File: src/rtl/sclkdiv_pkg.sv
package sclkdiv_pkg;

  // Control word layout; software encodes divisors into these positions.
  localparam int LIN_W   = 8;
  localparam int EXP_W   = 4;
  localparam int CTL_W   = LIN_W + EXP_W + 1;
  localparam int SEL_BIT = LIN_W + EXP_W;

  // Width able to hold the largest half period of either mode.
  localparam int LIN_HALF_W = LIN_W + 1;
  localparam int EXP_HALF_W = (1 << EXP_W);
  localparam int HALF_W     = (LIN_HALF_W > EXP_HALF_W) ? LIN_HALF_W : EXP_HALF_W;

  typedef struct packed {
    logic             lin_sel;
    logic [EXP_W-1:0] exp_m;
    logic [LIN_W-1:0] lin_n;
  } ctl_t;

  // Half period in module clocks for a control word.
  function automatic logic [HALF_W-1:0] half_len(input ctl_t c);
    logic [HALF_W-1:0] h;
    if (c.lin_sel) begin
      h = HALF_W'(c.lin_n) + HALF_W'(1);
    end else begin
      h = HALF_W'(1) << c.exp_m;
    end
    return h;
  endfunction

  // Count value at which a half period completes.
  function automatic logic [HALF_W-1:0] last_count(input logic [HALF_W-1:0] h);
    return h - HALF_W'(1);
  endfunction

endpackage

File: src/rtl/sclkdiv_cfg.sv
module sclkdiv_cfg
  import sclkdiv_pkg::*;
(
  input  logic clk,
  input  logic rst_n,
  input  logic wr_en,
  input  ctl_t wr_data,
  input  logic hold,
  output ctl_t cfg_act
);

  ctl_t pend_q;
  ctl_t act_q;
  ctl_t pend_d;
  ctl_t act_d;

  always_comb begin
    pend_d = wr_en ? wr_data : pend_q;
    act_d  = act_q;
    if (!hold) begin
      act_d = pend_d;
    end
  end

  always_ff @(posedge clk or negedge rst_n) begin
    if (!rst_n) begin
      pend_q <= '0;
      act_q  <= '0;
    end else begin
      pend_q <= pend_d;
      act_q  <= act_d;
    end
  end

  assign cfg_act = act_q;

endmodule

File: src/rtl/sclkdiv_halfcnt.sv
module sclkdiv_halfcnt
  import sclkdiv_pkg::*;
(
  input  logic              clk,
  input  logic              rst_n,
  input  logic              run,
  input  logic [HALF_W-1:0] half,
  output logic              hit
);

  logic [HALF_W-1:0] cnt_q;
  logic [HALF_W-1:0] cnt_d;
  logic              at_end;

  assign at_end = (cnt_q == last_count(half));
  assign hit    = run && at_end;

  always_comb begin
    if (!run || at_end) begin
      cnt_d = '0;
    end else begin
      cnt_d = cnt_q + HALF_W'(1);
    end
  end

  always_ff @(posedge clk or negedge rst_n) begin
    if (!rst_n) begin
      cnt_q <= '0;
    end else begin
      cnt_q <= cnt_d;
    end
  end

endmodule

File: src/rtl/sclkdiv_edge.sv
module sclkdiv_edge (
  input  logic clk,
  input  logic rst_n,
  input  logic run,
  input  logic cpol,
  input  logic hit,
  output logic sclk,
  output logic lead,
  output logic trail
);

  logic sclk_q;
  logic sclk_d;
  logic lead_q;
  logic trail_q;
  logic leaving;

  assign leaving = (sclk_q == cpol);

  always_comb begin
    if (!run) begin
      sclk_d = cpol;
    end else if (hit) begin
      sclk_d = ~sclk_q;
    end else begin
      sclk_d = sclk_q;
    end
  end

  always_ff @(posedge clk or negedge rst_n) begin
    if (!rst_n) begin
      sclk_q  <= 1'b0;
      lead_q  <= 1'b0;
      trail_q <= 1'b0;
    end else begin
      sclk_q  <= sclk_d;
      lead_q  <= run && hit && leaving;
      trail_q <= run && hit && !leaving;
    end
  end

  assign sclk  = sclk_q;
  assign lead  = lead_q;
  assign trail = trail_q;

endmodule

File: src/rtl/sclk_rate_gen.sv
module sclk_rate_gen
  import sclkdiv_pkg::*;
(
  input  logic             clk,
  input  logic             rst_n,
  input  logic             ctl_wr,
  input  logic [CTL_W-1:0] ctl_wdata,
  input  logic             xfer_run,
  input  logic             cpol,
  output logic             sclk,
  output logic             sclk_lead,
  output logic             sclk_trail
);

  ctl_t              cfg_act;
  logic [HALF_W-1:0] half_cycles;
  logic              half_hit;

  sclkdiv_cfg u_cfg (
    .clk     (clk),
    .rst_n   (rst_n),
    .wr_en   (ctl_wr),
    .wr_data (ctl_t'(ctl_wdata)),
    .hold    (xfer_run),
    .cfg_act (cfg_act)
  );

  assign half_cycles = half_len(cfg_act);

  sclkdiv_halfcnt u_cnt (
    .clk   (clk),
    .rst_n (rst_n),
    .run   (xfer_run),
    .half  (half_cycles),
    .hit   (half_hit)
  );

  sclkdiv_edge u_edge (
    .clk   (clk),
    .rst_n (rst_n),
    .run   (xfer_run),
    .cpol  (cpol),
    .hit   (half_hit),
    .sclk  (sclk),
    .lead  (sclk_lead),
    .trail (sclk_trail)
  );

endmodule

File: config.mk
export PLATFORM = sky130hd
export DESIGN_NAME = sclk_rate_gen
export DESIGN_NICKNAME = d
export VERILOG_FILES = /design/src/rtl/sclkdiv_pkg.sv /design/src/rtl/sclkdiv_cfg.sv /design/src/rtl/sclkdiv_halfcnt.sv /design/src/rtl/sclkdiv_edge.sv /design/src/rtl/sclk_rate_gen.sv
export SDC_FILE = /design/constraint.sdc
export NUM_CORES = 1
export LEC_CHECK = 0
export CAP_MARGIN = 5
export CORE_UTILIZATION = 35
export DETAILED_ROUTE_END_ITERATION = 10
export PLACE_DENSITY = 0.5
export SLEW_MARGIN = 15
export SYNTH_ARGS = -nofsm -noshare
export SYNTH_HDL_FRONTEND = slang
export SYNTH_SLANG_ARGS = --single-unit
export TNS_END_PERCENT = 1
File: constraint.sdc
create_clock -name clk -period 3.8 [get_ports clk]
set_clock_uncertainty 0.15 [all_clocks]
set_input_delay 1.14 -clock clk [delete_from_list [all_inputs] [get_ports clk]]
set_output_delay 1.14 -clock clk [all_outputs]
set_load 0.05 [all_outputs]
== Yosys cells after proc, flatten, opt, wreduce, memory -nomap -nowiden ==
Cells that the tools add are included.
Word-level totals
  input port bits: 18
  latch bits: 0
  ROM bits: 0
  register bits: 45
  RAM bits: 0
  memories: 0
  word-level logic and storage cells: 30
Operators by class
  reduce and logical (&&, ||, !) cells: 7
  shifts and indexed selects: 1
  equal/unequal tests: 3
  bitwise operators: 1
  multiplexer cells: 5
  add/sub/neg operators: 3
  order comparisons: 0
  multiply operators: 0
  divide/modulo/power cells: 0
Operator list (number)
  two-way mux 16 bit: 2
  adder 16 x 1 -> 16 bit, second input constant: 1
  equality test 16 bit: 1
  << shifter 1 x 4 -> 16 bit, first input constant: 1
  subtractor 16 x 1 -> 16 bit, second input constant: 1
  two-way mux 13 bit: 1
  adder 8 x 1 -> 9 bit, second input constant: 1
  logical AND 1 bit: 4
  logical NOT 1 bit: 2
  two-way mux 1 bit: 2
  != test 2 x 1 -> 1 bit, second input constant: 1
  equality test 1 bit: 1
  logical OR 1 bit: 1
  inverter 1 bit: 1

== Longest topological paths before layout ==
Gate-level depths: netlist of the first run.
  depth after elaboration: 7
  depth in mapped cells: 15
  gate-level depth less buffers: 12

== Modules after synthesis ==
Synthesis of the first run repeated with hierarchy kept, for this count alone.
Second synthesis, totals
  cells, all modules: 286
  area total of the unflattened synthesis: 2886.5 sq um
Modules (own cells, without submodules)
  sclkdiv_halfcnt: sequential area each 400.4 sq um, area each 1456.4 sq um, instances 1, cells an instance 169
  sclkdiv_cfg: sequential area each 650.6 sq um, area each 997.2 sq um, instances 1, cells an instance 54
  sclk_rate_gen: sequential area each 0.0 sq um, area each 315.3 sq um, instances 1, cells an instance 53
  sclkdiv_edge: sequential area each 75.1 sq um, area each 117.6 sq um, instances 1, cells an instance 10

== Least setup slack after synthesis of the first run ==
OpenSTA, ideal clock, no wires.
  path type: register -> register
  start point: register u_cfg.act_q, in the netlist u_cfg.cfg_act[12]
  end point: register u_cnt.cnt_q[9]
  path buffers: 4
  arrival time: 3136 ps
  stages on the path, launching flop included: 15
  required time: 3581 ps
  slack: 445 ps
  clock period less this slack: 3355 ps
  cell sequence: dfrtp_1 -> buf_2 -> buf_2 -> buf_1 -> nor2b_1 -> a31oi_1 -> ha_1 -> and3b_1 -> nand3_1 -> o2111a_1 -> o31a_1 -> o21a_1 -> a41o_4 -> buf_12 -> nor2_4
Between the ends
  word-level cells in the longest chain between the ends: 5
Ends and longest elaborated chain
  start, declared: RTL line sclkdiv_cfg.sv:13  | ctl_t act_q;
  start signal, assigned: RTL line sclkdiv_cfg.sv:31  | act_q <= act_d;
  two-way mux 16 bit: RTL line sclkdiv_pkg.sv:23  | if (c.lin_sel) begin
  subtractor 16 x 1 -> 16 bit: RTL line sclkdiv_pkg.sv:33  | return h - HALF_W'(1);
  equality test 16 bit: RTL line sclkdiv_halfcnt.sv:15  | assign at_end = (cnt_q == last_count(half));
  logical OR 1 bit: RTL line sclkdiv_halfcnt.sv:19  | if (!run || at_end) begin
  two-way mux 16 bit: RTL line sclkdiv_halfcnt.sv:19
  net u_cnt.cnt_d[9]: RTL line sclkdiv_halfcnt.sv:12  | logic [HALF_W-1:0] cnt_d;
  end signal, assigned: RTL line sclkdiv_halfcnt.sv:30  | cnt_q <= cnt_d;
  end, declared: RTL line sclkdiv_halfcnt.sv:11  | logic [HALF_W-1:0] cnt_q;
The timed path passes the listed nets, and every way through them passes these cells.
A chain may end at the register's enable or synchronous reset.

== Worst setup path after layout of the first run ==
  start point: register u_cfg.act_q, in the netlist u_cfg.cfg_act[0]
  end point: register u_cnt.cnt_q[3]
Between the ends
  word-level cells in the longest chain between the ends: 6
Ends and longest elaborated chain
  adder 8 x 1 -> 9 bit: RTL line sclkdiv_pkg.sv:24  | h = HALF_W'(c.lin_n) + HALF_W'(1);
  two-way mux 16 bit: RTL line sclkdiv_pkg.sv:23
  subtractor 16 x 1 -> 16 bit: RTL line sclkdiv_pkg.sv:33
  equality test 16 bit: RTL line sclkdiv_halfcnt.sv:15
  logical OR 1 bit: RTL line sclkdiv_halfcnt.sv:19
  two-way mux 16 bit: RTL line sclkdiv_halfcnt.sv:19
  net u_cnt.cnt_d[3]: RTL line sclkdiv_halfcnt.sv:12
The timed path passes the listed nets, and every way through them passes these cells.

==> results.sh, run 1 <==
export IMPL_worstPathCellList="ha_1 -> and2_1 -> a31oi_1 -> ha_1 -> and3b_1 -> nand3_2 -> o2111a_1 -> nor4_1 -> o21a_1 -> a41o_4 -> nor2_1"
export IMPL_antennaDiodeCount=0
export IMPL_grt_max_degree=46
export IMPL_nFillCells=829
export IMPL_ys_types=63
export IMPL_drv_cap=0
export IMPL_synth_top_area_cell="dfrtp_1"
export IMPL_cts_tree="done"
export IMPL_rows=33
export IMPL_clk_latency_ps=310
export IMPL_hpwl_mm=5.71
export IMPL_drt_iter0_drc=183
export IMPL_ioPinCount=21
export IMPL_fin_tns_setup_ps=0
export IMPL_grt_pass1_vias=2561
export IMPL_fin_ws_ps=260
export IMPL_hold_path_class="reg2reg"
export IMPL_tightest_slew_ps=691
export IMPL_p_per_area_mw_per_mm2=393
export IMPL_worstPathRequired_ps=3830
export IMPL_syn_cell_area_mm2=0.00309
export IMPL_post_drt_wl_per_cell_um=17.0
export IMPL_cp_max_fo=15
export IMPL_coreArea_mm2=0.00838
export IMPL_vias=2573
export IMPL_power_frac_comb_pct=34.6
export IMPL_cts_sinks=45
export IMPL_ir_worst_vdd_mv=0.169
export IMPL_post_cts_buffers=0
export IMPL_cts_max_level=2
export IMPL_synth_seq_cells=45
export IMPL_crit_type="reg2reg"
export IMPL_cp_slowest_cell="dfrtp_1"
export IMPL_grt_total_usage_pct=18.6
export IMPL_netlist_top_cells_count="dfrtp_1, nand2_1, nor2_1, mux2_2, nand3_1"
export IMPL_avgSynthCellArea_um2=9.36
export IMPL_crit_top_cell="ha_1"
export IMPL_antenna_found_initial=0
export IMPL_p_leak_nw=1.40
export IMPL_power_frac_seq_pct=41.4
export IMPL_design_area_mm2=0.00349
export IMPL_p_clk_share_pct=24.0
export IMPL_min_period_ps=3540
export IMPL_p_sw_mw=0.497
export IMPL_die_height_um=96.0
export IMPL_synth_top_cell_area_share_pct=36.5
export IMPL_ant_nets=0
export IMPL_area_delta_synth_final_pct=13.0
export IMPL_layout_nets=367
export IMPL_multi_input_area_mm2=0.00186
export IMPL_maxSlewViolCount=0
export IMPL_grt_overflow=0
export IMPL_clk_pin_slew_worst_paths_ps=100
export IMPL_first_pass_iters=5
export IMPL_grt_pass1_wl_mm=13.0
export IMPL_start_util_pct=36.9
export IMPL_setup_viol=0
export IMPL_synth_edf_count=0
export IMPL_dp_slack_ps=171
export IMPL_cp_end_kind="register"
export IMPL_ys_seq_area_share_pct=36.5
export IMPL_die_w_um=96.0
export IMPL_synth_area_top_cells="dfrtp_1, mux2_2, xnor2_1"
export IMPL_synth_most_common_cell="dfrtp_1"
export IMPL_fin_hold_ws_ps=357
export IMPL_syn_num_nets=351
export IMPL_p_int_mw=0.875
export IMPL_drive_above_1_share_pct=16.7
export IMPL_ys_flop_type="dfrtp_1"
export IMPL_async_flop_share_pct=100
export IMPL_swShare_pct=36.2
export IMPL_fmax_ghz=0.283
export IMPL_syn_inst=330
export IMPL_finalHoldViolations=0
export IMPL_status="complete, no violations"
export IMPL_port_buffers=20
export IMPL_rsz0062_at_grt="no"
export IMPL_yosysWarnings=0
export IMPL_cts_max_path_buffers=2
export IMPL_placed_area_mm2=0.00338
export IMPL_avgViaCountPerCell=5.69
export IMPL_relSlewSlack_pct=53.9
export IMPL_globalplace_congestion=0.907
export IMPL_cts_root_buffer="clkbuf_8"
export IMPL_cts_made_buffers=5
export IMPL_startpoint_type="register"
export IMPL_cpPeakStageDelay_ps=470
export IMPL_fin_crit_sh_pct=93.1
export IMPL_drc=0
export IMPL_die_area_mm2=0.00921
export IMPL_cp_arrival_ps=3570
export IMPL_routed_wl_mm=7.70
export IMPL_register_area_mm2=0.00113
## cells in the final DEF (no fill, tap or decap), types with 2 or more instances in the layout
cell type	Yosys	final
nor2_1	26	26
a31oi_1	4	4
nor3_1	6	6
a32oi_1	3	3
nand3_1	21	20
nor4b_1	2	2
mux2_2	22	22
a21oi_1	15	15
nand2_1	27	27
ha_1	3	3
nor2_4	8	8
or3_1	2	2
nand4_1	5	5
dfrtp_1	45	44
buf_4	0	7
and3_1	10	10
nor4_1	6	5
o21bai_1	3	3
and3b_1	4	4
inv_1	8	8
xnor2_1	14	14
o311ai_0	2	2
nor2b_1	4	4
o31ai_1	2	2
nor2_2	2	2
xor2_1	13	13
nand2b_1	5	5
clkdlybuf4s50_1	0	19
o211a_1	2	2
a22oi_1	2	2
clkbuf_8	0	6
and4_1	3	3
o21ai_0	13	13
mux2i_1	3	3
## kinds of logic after synthesis
| group | synth area share, % |
|---|---|
| xor+xnor | 8.42 |
| buf+inv | 3.69 |
| mux | 9.48 |
| flops | 36.5 |
| fa+ha+maj | 1.22 |
| simple gates | 26.0 |
| compound gates | 14.7 |
## registers in the layout, indices dropped and copies added (netlist names)
signal         cells
u_edge.trail       1
u_cfg.cfg_act     13
u_cnt.cnt_q       16
u_edge.sclk        1
u_edge.lead        1
u_cfg.pend_q      13
## routing by layer
metal	vias to the layer above	share of wire, %	track usage [%]	wire (µm)
li1	1230	-	-	-
met2	67	44	29.5	3410
met4	0	0.95	3.86	73
met5	-	0	0	0
met1	1269	50	26.9	3870
met3	7	4.5	2.61	347
## worst paths after layout
check	start	to	slack [ps]	cells past startpoint
setup / recovery	u_cfg.cfg_act[0]$_DFFE_PN0N_	u_cnt.cnt_q[3]$_DFF_PN0_	260	11
hold / removal	u_cfg.pend_q[7]$_DFF_PN0_	u_cfg.pend_q[7]$_DFF_PN0_	360	1
setup reg to reg	u_cfg.cfg_act[0]$_DFFE_PN0N_	u_cnt.cnt_q[3]$_DFF_PN0_	260	11
hold reg to reg	u_cfg.pend_q[7]$_DFF_PN0_	u_cfg.pend_q[7]$_DFF_PN0_	360	1
max in group asynchronous	rst_n	u_cfg.cfg_act[12]$_DFFE_PN0N_	2410	1
min in group asynchronous	rst_n	u_cfg.pend_q[4]$_DFF_PN0_	670	1
## timing repair
item / CTS / global route
hold buffers: 0 / 0
setup endpoints to repair: 0 / 18
gates resized for setup: 0 / 3
endpoints found under the hold margin: 0 / 0
## stage by stage
stage,cells,utilization (%),total power [mW]
final,452,41.7,1.37
after global routing,452,41.7,1.46
after CTS,452,41.5,1.37
after detailed placement,444,40.3,1.04
after global placement,444,40.3,1.04
after floorplan,330,-,0.909
## power groups by stage
stage | combinational [mW] | sequential [mW] | clock [mW]
final | 0.475 | 0.568 | 0.329
after detailed placement | 0.462 | 0.578 | 0
after floorplan | 0.342 | 0.567 | 0
after global routing | 0.522 | 0.577 | 0.364
after CTS | 0.465 | 0.568 | 0.341
after global placement | 0.467 | 0.577 | 0
## layout make-up
class                           instances  share of cell area (%)
Multi-Input combinational cell        260                    53.3
Sequential cell                        45                    32.3
Timing Repair Buffer                   26                    6.95
Tap cell                              105                    3.76
Clock buffer                            6                    2.36
Inverter                                8                   0.860
Clock inverter                          2                   0.502
## critical path, delay by kind of cell (launching register included)
kind,cells,cell delay (ps)
AOI/OAI and AO/OA,4,1150
and+or+nand+nor,5,1070
adders and majority gates,2,570
DFF,1,470
(Power assumes the default switching activity.)
==> inputs of run 2 (changes only) <==
--- a/config.mk
+++ b/config.mk
@@ -8,9 +8,10 @@
 export CAP_MARGIN = 5
 export CORE_UTILIZATION = 35
 export DETAILED_ROUTE_END_ITERATION = 10
-export PLACE_DENSITY = 0.5
+export PLACE_DENSITY = 0.6
 export SLEW_MARGIN = 15
 export SYNTH_ARGS = -nofsm -noshare
 export SYNTH_HDL_FRONTEND = slang
+export SYNTH_HIERARCHICAL = 1
 export SYNTH_SLANG_ARGS = --single-unit
 export TNS_END_PERCENT = 1
==> run 2 against run 1 <==
Via count fell by 11%. Area after synthesis fell by 6.6%. First-iteration DRC count fell by 36%. Final cell count fell by 5.5%. Critical path depth rose by 2. Synthesized cell count fell by 13%. Sequential share of layout area rose by 0.55 points. Non-clock buffer count rose by 14. Maximum frequency fell by 1.9%. Sequential power fell by 1%. Critical endpoint is now u_edge/trail$_DFF_PN0_. Largest power group unchanged.
==> results.sh, run 2 <==
export IMPL_crit_type="reg2reg"
export IMPL_cts_max_path_buffers=2
export IMPL_power_mw=1.37
export IMPL_cp_slowest_cell="or4_4"
export IMPL_hold_path_class="reg2reg"
export IMPL_grt_total_usage_pct=16.1
export IMPL_path_buf_inv=2
export IMPL_drc=0
export IMPL_antennaDiodeCount=0
export IMPL_netlist_top_cells_count="dfrtp_1, nor2_1, nand2_1, xnor2_1, mux2_2"
export IMPL_fin_crit_sh_pct=94.9
export IMPL_cts_sinks=45
export IMPL_yosysWarnings=6
export IMPL_synth_top_area_cell="dfrtp_1"
export IMPL_p_per_area_mw_per_mm2=397
export IMPL_nFillCells=776
export IMPL_ys_flop_type="dfrtp_1"
export IMPL_cts_root_buffer="clkbuf_8"
export IMPL_die_height_um=92.8
export IMPL_reg2reg_slack_ps=190
export IMPL_globalplace_congestion=0.915
export IMPL_drv_cap=0
export IMPL_cts_tree="done"
export IMPL_ys_types=51
export IMPL_layout_nets=345
export IMPL_clk_latency_ps=300
export IMPL_synth_most_common_cell="dfrtp_1"
export IMPL_clk_pin_slew_worst_paths_ps=90
export IMPL_layout_commonest_cell="dfrtp_1"
export IMPL_synth_top_cell_area_share_pct=39.0
export IMPL_fmax_ghz=0.277
export IMPL_critPathTopFamily="simple AND/OR/NAND/NOR gates"
export IMPL_tightest_slew_ps=991
export IMPL_cts_max_level=2
export IMPL_maxSlewViolCount=0
export IMPL_synth_edf_count=0
export IMPL_synth_area_top_cells="dfrtp_1, mux2_2, xnor2_1"
export IMPL_first_pass_iters=4
export IMPL_dp_cells=416
export IMPL_crit_start="u_cfg/cfg_act[1]$_DFFE_PN0N_"
export IMPL_ant_nets=0
export IMPL_area_delta_synth_final_pct=19.2
export IMPL_mostFrequentLayoutCells="dfrtp_1, nor2_1, nand2_1, clkdlybuf4s50_1, buf_4"
export IMPL_worstPathRequired_ps=3850
export IMPL_p_leak_nw=1.41
export IMPL_cp_arrival_ps=3650
export IMPL_hpwl_mm=4.78
export IMPL_cpPeakStageDelay_ps=590
export IMPL_vias=2284
export IMPL_post_drt_wl_per_cell_um=14.9
export IMPL_ir_worst_vdd_mv=0.246
export IMPL_setup_viol=0
export IMPL_grt_overflow=0
export IMPL_async_flop_share_pct=100
export IMPL_grt_pass1_vias=2278
export IMPL_avgSynthCellArea_um2=10.1
export IMPL_rr_endpoint="u_edge/trail$_DFF_PN0_"
export IMPL_die_area_mm2=0.00861
export IMPL_rows=32
export IMPL_largest_register="u_cnt/cnt_q"
export IMPL_coreArea_mm2=0.00785
export IMPL_grt_max_degree=46
export IMPL_instances_no_fill=427
export IMPL_path_depth=13
export IMPL_min_period_ps=3610
export IMPL_syn_inst=286
export IMPL_ys_seq_area_share_pct=39.0
export IMPL_worstPathCellList="buf_4 -> nand3_1 -> xor2_1 -> o21ai_0 -> or4_4 -> or4_4 -> o211a_1 -> or3_1 -> o2111ai_1 -> a2111oi_2 -> buf_4 -> nand2_1 -> and2b_2"
export IMPL_holdBufCountCts=0
export IMPL_synth_seq_cells=45
export IMPL_antenna_found_initial=0
export IMPL_relSlewSlack_pct=33.9
export IMPL_port_buffers=20
export IMPL_finalHoldViolations=0
export IMPL_cp_max_fo=4
export IMPL_reg2reg_depth=13
export IMPL_avgViaCountPerCell=5.35
export IMPL_cp_end_kind="register"
export IMPL_startpoint_type="register"
export IMPL_drt_iter0_drc=117
export IMPL_grt_pass1_wl_mm=11.0
export IMPL_status="complete, no violations"
export IMPL_drive_above_1_share_pct=23.1
export IMPL_min_from="u_cfg/pend_q[3]$_DFF_PN0_"
export IMPL_critPathCapture="u_edge/trail$_DFF_PN0_"
export IMPL_routed_wl_mm=6.38
export IMPL_syn_cell_area_mm2=0.00289
export IMPL_largest_register_ffs=16
export IMPL_regToRegStartpoint="u_cfg/cfg_act[1]$_DFFE_PN0N_"
export IMPL_syn_num_nets=307
export IMPL_die_w_um=92.8
export IMPL_ioPinCount=21
export IMPL_start_util_pct=36.8
export IMPL_cts_made_buffers=5
[run 2: area by class of cell]
class                           count  area, µm²  share of cell area (%)
Clock buffer                        6       82.6                    2.40
Clock inverter                      2       16.3                   0.473
Inverter                            6       22.5                   0.655
Multi-Input combinational cell    226       1700                    49.5
Sequential cell                    45       1130                    32.8
Tap cell                          102        128                    3.71
Timing Repair Buffer               40        358                    10.4
[run 2: cells by family (layout without fill, tap and decap cells)]
family	Yosys count	in the layout	synth area share, %
buf+inv	15	54	3.08
mux	28	28	12.2
simple gates	132	132	25.2
compound gates	30	30	9.23
fa+ha+maj	3	3	1.30
flops	45	45	39.0
xor+xnor	33	33	10.0
[run 2: worst min path at each step]
| stage | endpoint | slack [ps] | cells past startpoint |
|---|---|---|---|
| floorplan | u_cfg/pend_q[0]$_DFF_PN0_ | 320 | 1 |
| global placement | u_cfg/pend_q[3]$_DFF_PN0_ | 320 | 1 |
| detailed placement | u_cfg/pend_q[2]$_DFF_PN0_ | 330 | 1 |
| CTS | u_cfg/pend_q[3]$_DFF_PN0_ | 350 | 1 |
| global route | u_cfg/pend_q[0]$_DFF_PN0_ | 360 | 1 |
| finish | u_cfg/pend_q[3]$_DFF_PN0_ | 350 | 1 |
[run 2: power breakdown]
part	switching [mW]	leakage [nW]	total, mW	internal (mW)
sequential	0.0427	0.562	0.561	0.518
combinational	0.249	0.805	0.487	0.238
clock	0.168	0.0478	0.318	0.150
total	0.459	1.41	1.37	0.907
[run 2: worst register-to-register path, delay by kind of cell (launching register included)]
family / cells / cell delay (ps)
AND/OR/NAND/NOR: 6 / 1860
buffers and inverters: 2 / 300
flip-flops: 1 / 450
XOR/XNOR: 1 / 180
AO/OA/AOI/OAI: 4 / 550
[run 2: layer usage]
metal | GRT usage [%] | up-vias | routed length [µm]
li1 | - | 1111 | -
met1 | 22.4 | 1131 | 3210
met2 | 25.2 | 34 | 2880
met3 | 2.79 | 8 | 198
met4 | 4.87 | 0 | 93
met5 | 0 | - | 0
[run 2: timing repair]
| action | CTS | global route |
|---|---|---|
| hold endpoints to repair | 0 | 0 |
| buffers inserted | 0 | 3 |
| resized for setup | 0 | 9 |
| setup endpoints to repair | 0 | 19 |
[run 2: stage by stage]
stage / setup WS [ps] / util [%] / setup TNS, ps / hold WS, ps / cell area [µm²]
floorplan: 64.4 / - / 0 / 316 / 2890
global placement: 90.2 / 41.9 / 0 / 324 / 3280
detailed placement: 74.8 / 41.9 / 0 / 328 / 3280
CTS: 31.0 / 43.1 / 0 / 353 / 3380
global route: -9.05 / 43.8 / -9.05 / 360 / 3440
finish: 194 / 43.8 / 0 / 348 / 3440
==> inputs of run 3 (changes only) <==
--- a/config.mk
+++ b/config.mk
@@ -9,7 +9,7 @@
 export CORE_UTILIZATION = 35
 export DETAILED_ROUTE_END_ITERATION = 10
 export PLACE_DENSITY = 0.6
-export SLEW_MARGIN = 15
+export SLEW_MARGIN = 10
 export SYNTH_ARGS = -nofsm -noshare
 export SYNTH_HDL_FRONTEND = slang
 export SYNTH_HIERARCHICAL = 1
==> results of run 3 <==
Same layout as run 2: the final DEF is identical, and so are final timing and power.
